$ cat config.mk
export PLATFORM = sky130hd
export DESIGN_NAME = irq_status_top
export DESIGN_NICKNAME = d
export VERILOG_FILES = /design/src/rtl/irq_status_pkg.sv /design/src/rtl/irq_evt_gate.sv /design/src/rtl/irq_sticky_reg.sv /design/src/rtl/irq_line_or.sv /design/src/rtl/irq_log_pulse.sv /design/src/rtl/irq_status_top.sv
export SDC_FILE = /design/constraint.sdc
export NUM_CORES = 1
export LEC_CHECK = 0
export BUFFER_PORTS_ARGS = -buffer_cell sky130_fd_sc_hd__buf_4
export CAP_MARGIN = 20
export CORE_UTILIZATION = 36
export CTS_BUF_LIST = sky130_fd_sc_hd__clkbuf_4 sky130_fd_sc_hd__clkbuf_8
export DETAILED_ROUTE_END_ITERATION = 8
export GPL_TIMING_DRIVEN = 0
export HOLD_SLACK_MARGIN = 0.15
export PLACE_DENSITY = 0.86
export SKIP_CTS_REPAIR_TIMING = 1
export SLEW_MARGIN = 15
export SYNTH_ARGS = -nofsm -noshare
export SYNTH_HDL_FRONTEND = slang
export SYNTH_SLANG_ARGS = --single-unit
$ cat constraint.sdc
create_clock -name clk -period 1 [get_ports clk]
set_input_delay 0.3 -clock clk [delete_from_list [all_inputs] [get_ports clk]]
set_output_delay 0.3 -clock clk [all_outputs]
set_load 0.03 [all_outputs]
$ cat src/rtl/irq_status_pkg.sv
package irq_status_pkg;
  localparam int STAT_W = 11;

  localparam int B_MSG_ERR   = 10;
  localparam int B_ILL_CMD   = 8;
  localparam int B_HOST_FAIL = 7;
  localparam int B_LOOP_A    = 6;
  localparam int B_LOOP_B    = 5;
  localparam int B_TT_MATCH  = 4;
  localparam int B_TT_ROLL   = 3;
  localparam int B_ADDR_PAR  = 2;
  localparam int B_CKSUM     = 1;

  localparam logic [STAT_W-1:0] MSG_MASK =
    (STAT_W'(1) << B_MSG_ERR) | (STAT_W'(1) << B_ILL_CMD) |
    (STAT_W'(1) << B_LOOP_A)  | (STAT_W'(1) << B_LOOP_B);

  localparam logic [STAT_W-1:0] HW_MASK =
    (STAT_W'(1) << B_HOST_FAIL) | (STAT_W'(1) << B_TT_MATCH) |
    (STAT_W'(1) << B_TT_ROLL)   | (STAT_W'(1) << B_ADDR_PAR) |
    (STAT_W'(1) << B_CKSUM);

  localparam logic [STAT_W-1:0] FORCE_MASK =
    (STAT_W'(1) << B_ADDR_PAR) | (STAT_W'(1) << B_CKSUM);

  localparam logic [STAT_W-1:0] LIVE_MASK = MSG_MASK | HW_MASK;
endpackage

$ cat src/rtl/irq_evt_gate.sv
module irq_evt_gate #(
  parameter int W = 11,
  parameter logic [W-1:0] LIVE  = '1,
  parameter logic [W-1:0] FORCE = '0
) (
  input  logic [W-1:0] evt_i,
  input  logic [W-1:0] en_i,
  output logic [W-1:0] hit_o
);
  for (genvar i = 0; i < W; i++) begin : g_bit
    // A position qualifies when it is live and either enabled or forced on.
    assign hit_o[i] = evt_i[i] & (en_i[i] | FORCE[i]) & LIVE[i];
  end
endmodule

$ cat src/rtl/irq_sticky_reg.sv
module irq_sticky_reg #(
  parameter int W = 11
) (
  input  logic         clk,
  input  logic         rst_n,
  input  logic [W-1:0] hit_i,
  input  logic         clr_i,
  output logic [W-1:0] stat_o,
  output logic [W-1:0] fresh_o
);
  logic [W-1:0] stat_q;

  // Bits that were clear before this edge and are hit now; a clear does not
  // make an already-set bit fresh.
  assign fresh_o = hit_i & ~stat_q;

  always_ff @(posedge clk) begin
    if (!rst_n) stat_q <= '0;
    else        stat_q <= (clr_i ? '0 : stat_q) | hit_i;
  end

  assign stat_o = stat_q;
endmodule

$ cat src/rtl/irq_line_or.sv
module irq_line_or #(
  parameter int W = 11,
  parameter logic [W-1:0] SEL = '1
) (
  input  logic [W-1:0] stat_i,
  output logic         irq_o
);
  assign irq_o = |(stat_i & SEL);
endmodule

$ cat src/rtl/irq_log_pulse.sv
module irq_log_pulse #(
  parameter int W = 11
) (
  input  logic         clk,
  input  logic         rst_n,
  input  logic [W-1:0] fresh_i,
  output logic         valid_o,
  output logic [W-1:0] bits_o
);
  always_ff @(posedge clk) begin
    if (!rst_n) begin
      valid_o <= 1'b0;
      bits_o  <= '0;
    end else begin
      valid_o <= |fresh_i;
      bits_o  <= fresh_i;
    end
  end
endmodule

$ cat src/rtl/irq_status_top.sv
module irq_status_top
  import irq_status_pkg::*;
(
  input  logic              clk,
  input  logic              rst_n,
  input  logic [STAT_W-1:0] evt_i,
  input  logic [STAT_W-1:0] en_i,
  input  logic              rd_clr_i,
  output logic [STAT_W-1:0] status_o,
  output logic              irq_msg_o,
  output logic              irq_hw_o,
  output logic              log_valid_o,
  output logic [STAT_W-1:0] log_bits_o
);
  logic [STAT_W-1:0] hit;
  logic [STAT_W-1:0] fresh;

  irq_evt_gate #(.W(STAT_W), .LIVE(LIVE_MASK), .FORCE(FORCE_MASK)) u_gate (
    .evt_i(evt_i), .en_i(en_i), .hit_o(hit)
  );

  irq_sticky_reg #(.W(STAT_W)) u_stat (
    .clk(clk), .rst_n(rst_n), .hit_i(hit), .clr_i(rd_clr_i),
    .stat_o(status_o), .fresh_o(fresh)
  );

  irq_line_or #(.W(STAT_W), .SEL(MSG_MASK)) u_msg_line (
    .stat_i(status_o), .irq_o(irq_msg_o)
  );

  irq_line_or #(.W(STAT_W), .SEL(HW_MASK)) u_hw_line (
    .stat_i(status_o), .irq_o(irq_hw_o)
  );

  irq_log_pulse #(.W(STAT_W)) u_log (
    .clk(clk), .rst_n(rst_n), .fresh_i(fresh),
    .valid_o(log_valid_o), .bits_o(log_bits_o)
  );
endmodule

# Word level (Yosys, flattened, before mapping)
# Cells that the tools add are included.
# totals
ram_bits	0
rom_bits	0
memories	0
latch_bits	0
input_bits	25
wordCells	17
output_inout_bits	25
regBits	23
# op_classes
div_mod_pow	0
magnitude_cmp	0
n_mux	1
n_mul	0
add_sub_neg	0
shifts	0
eq_ne	0
bitwise_logic	10
reduce_logical	3
# ops
operator	n
$and 11x11->11	1
$mux 11	1
$not 11->11	1
$or 11x11->11	1
$reduce_or 11->1	1
$and 1x1->1	7
$reduce_or 5->1	1
$reduce_or 4->1	1

# Depth between registers and ports, before layout
# logic_depth
ltp_word	3
depth_mapped	3
mapped_depth_nobuf	3

# Modules after synthesis
# Synthesis repeated with hierarchy kept, for this count alone.
# hier_totals
cells_unflattened	91
hier_area_um2	928.4
# by_module_without_submodules
module	cells_per_inst	area_each_um2	seq_area_each_um2	instances
irq_sticky_reg	46	481.7	220.2	1
irq_log_pulse	29	349.1	240.2	1
irq_evt_gate	12	77.6	0.0	1
irq_line_or at u_hw_line	3	12.5	0.0	1
irq_line_or at u_msg_line	1	7.5	0.0	1

# Worst setup path after synthesis
# Ideal clock, no wire load.
# synth_path
kind	reg-to-output
from	register u_stat.stat_q[6] (netlist: u_stat.stat_o[6])
to	output port irq_msg_o
t_arrival_ps	1134
n_path_buf	0
setup_slack_ps	-434
stages_incl_launch_ff	2
required_time_ps	700
path_cell_list	dfxtp_1 -> or4_1
# synth_between
elab_chain_cells	1
# synth_rtl
element	line	rtl
from (decl)	irq_sticky_reg.sv:11	logic [W-1:0] stat_q;
from (signal assigned)	irq_sticky_reg.sv:19	else stat_q <= (clr_i ? '0 : stat_q) | hit_i;
$reduce_or 4->1	irq_line_or.sv:8	assign irq_o = |(stat_i & SEL);
to (decl)	irq_status_top.sv:10	output logic irq_msg_o,
# Every way passes these cells.

# Worst setup path after layout
# layout_path
from	register u_stat.stat_q[8] (netlist: u_stat.stat_o[8])
to	output port irq_msg_o
# Same word-level chain as after synthesis.

==> reports/results.md <==
| Result | This run |
| --- | --- |
| Cell taking the most area after synthesis | dfxtp_1 |
| Number of iterations in the first detailed-routing pass | 4 |
| Setup-violating endpoint count in the final report | 22 |
| Post-route clock skew | 6.29 ps |
| Detailed-route via count | 722 |
| Avg WL per Cell | 14.6 µm |
| Initial antenna violation count | 0 |
| Number of cells produced by synthesis | 71 |
| Remaining global-route overflow | 0 |
| Ratio of cells with drive above 1 in the final layout | 64.8% |
| CTS root buffer | clkbuf_4 |
| Shortest clock period the worst path allows after layout | 1670 ps |
| Vias per cell | 4.91 |
| RSZ-0062 raised after global routing | true |
| Layout-stage area growth over the synthesis result | 83.6% |
| Vias in the first global route | 516 |
| Post-synthesis instance area | 662 µm² |
| Residual DRC | 0 |
| Inserted Diodes | 0 |
| Portion of the post-synthesis area used by sequential elements | 57.5% |
| Failing checks | negative setup slack |
| Clock latency reported for the late side of the worst-skew pair | 310 ps |
| Drt initial violations | 13 |
| Standard-cell rows | 15 |
| CTS H-tree lvls | 1 |
| Total number of yosys warnings | 0 |
| Final Core Density | 70.4% |
| Cell leakage power | 0.562 nW |
| Tot GR Track Use | 17.8% |
| Pin count of the biggest net entering global routing | 11 |
| Syn Area/Cell | 9.32 µm² |
| Post-synth cell types | 19 |
| Hold WC Path Type | in2reg |
| Initial core utilization | 38.3% |
| TritonCTS clock tree | yes |
| CP max FO | 4 |
| Clock input transition at the sequential cells of the worst setup and hold paths | 110 ps |
| Number of nets still failing antenna checks after routing | 0 |
| Worst ir drop on vdd | 0.763 mV |
| Number of buffers added on ports | 39 |
| Total of max-cap violations | 0 |
| Routability-driven placement congestion ratio | 0.770 |
| Width of the chip | 44.9 µm |
| Overall die height | 44.9 µm |
| Critical path startpoint category | flop |
| Number of storage elements in the synthesis netlist | 19 |
| Final-report hold violation count | 0 |
| Total detailed-routing wirelength | 2.14 mm |
| Number of clock buffers inserted by TritonCTS | 3 |
| Worst path setup slack after routing | -670 ps |
| Largest cells by area after synthesis | dfxtp_1, nor2_1, nand2_1 |
| Cell area power density | 1400 mW/mm² |
| Worst reg2reg path depth | 4 |
| Sum of negative setup slack | -3090 ps |
| Result of the run | complete, but fails checks |
| Total die area | 0.00201 mm² |
| Buffer depth of the longest clock path | 2 |
| Portion of synthesized cell area occupied by the leading cell type | 57.5% |
| Slew Limit Fails | 0 |
| CTS sink cnt | 19 |
| Number of top-level pins | 50 |
| Arrival time reported for the critical path endpoint | 1370 ps |
| Element type at the critical path end | primary output |
| Global-route wire length before repair | 2.33 mm |
| Fin nets | 148 |
| Worst hold stages | 3 |
| Final clock period utilization by the worst path | 167% |
| Total core area | 0.00173 mm² |
| Maximum clock frequency | 599 MHz |
| Class of the most critical setup path | reg2out |
| Worst EP required | 700 ps |
## worst max-delay path: stages (launching register included)
cell and delay, ps:
dfxtp_4 370, or4_4 540, buf_6 150
## flip-flops by register name (all words and copies together), names as in the netlist
| name | count |
|---|---|
| u_log.valid_o | 1 |
| u_stat.stat_o | 9 |
| u_log.bits_o | 9 |
## path summary, 6_finish.rpt
| check | slack, ps | from | end |
|---|---|---|---|
| max | -670 | u_stat.stat_o[8]$_SDFF_PN0_ | irq_msg_o |
| min | 220 | evt_i[2] | u_stat.stat_o[2]$_SDFF_PN0_ |
| max reg2reg | -60 | u_stat.stat_o[3]$_SDFF_PN0_ | u_log.valid_o$_SDFF_PN0_ |
| min reg2reg | 470 | u_stat.stat_o[3]$_SDFF_PN0_ | u_log.bits_o[3]$_SDFF_PN0_ |
## logic make-up (layout without fill, tap and decap cells)
kind of cell / after synthesis / after routing / share of synthesized area (%)
AO/OA/AOI/OAI: 13 / 13 / 13.8
buffers and inverters: 8 / 56 / 6.99
flip-flops: 19 / 19 / 57.5
other: 1 / 4 / 0.567
AND/OR/NAND/NOR: 30 / 30 / 21.2
## power breakdown
group	total (mW)	switching, mW	internal (mW)
Sequential	0.831	0.0404	0.791
Clock	0.431	0.248	0.183
Combinational	0.434	0.227	0.207
Total	1.70	0.516	1.18
## through the flow
stage,hold WS [ps],total power [mW],instance area [µm²],setup slack (ps),instances
6_report,216,1.70,1210,-670,147
3_5_place_dp,454,1.21,1040,-321,138
5_1_grt,223,1.76,1210,-699,147
3_3_place_gp,451,1.20,1040,-316,138
2_1_floorplan,416,1.05,713,-265,74
4_1_cts,223,1.61,1070,-661,142
## routing by layer
metal	track usage, %	routed length, µm
met5	0	0
met4	12.7	89
met3	7.20	146
met2	29.7	1130
met1	18.0	774
## cells in the final DEF (no fill, tap or decap)
cell,n
a21oi_1,6
a22oi_1,3
buf_2,1
buf_4,28
buf_6,20
clkbuf_4,4
clkinv_1,1
conb_1,4
dfxtp_2,10
dfxtp_4,9
inv_1,1
inv_2,1
nand2_1,8
nand2_2,1
nand2b_4,1
nand3b_1,3
nor2_1,10
nor3_1,5
nor3_4,1
o2111ai_2,1
o221ai_2,1
o22ai_1,1
o31a_1,1
or4_4,1
## final cells by class
cell class	count	area, µm²
flip-flops and latches	19	427
fillers	129	512
multi-input cells	47	275
inverters	3	11.3
clock buffers	4	30.0
plain buffers	5	35.0
repair buffers	44	405
well taps	25	31.3
## cell usage after synthesis (all sizes together)
cell     number
nor3          6
a21oi         6
o2111ai       1
o22ai         1
dfxtp        19
o31a          1
nand2b        1
or4           1
nand2         9
nor2         10
o221ai        1
nand3b        3
conb          1
buf           5
a22oi         3
clkinv        1
inv           2
Power figures use the tool's default switching activity.
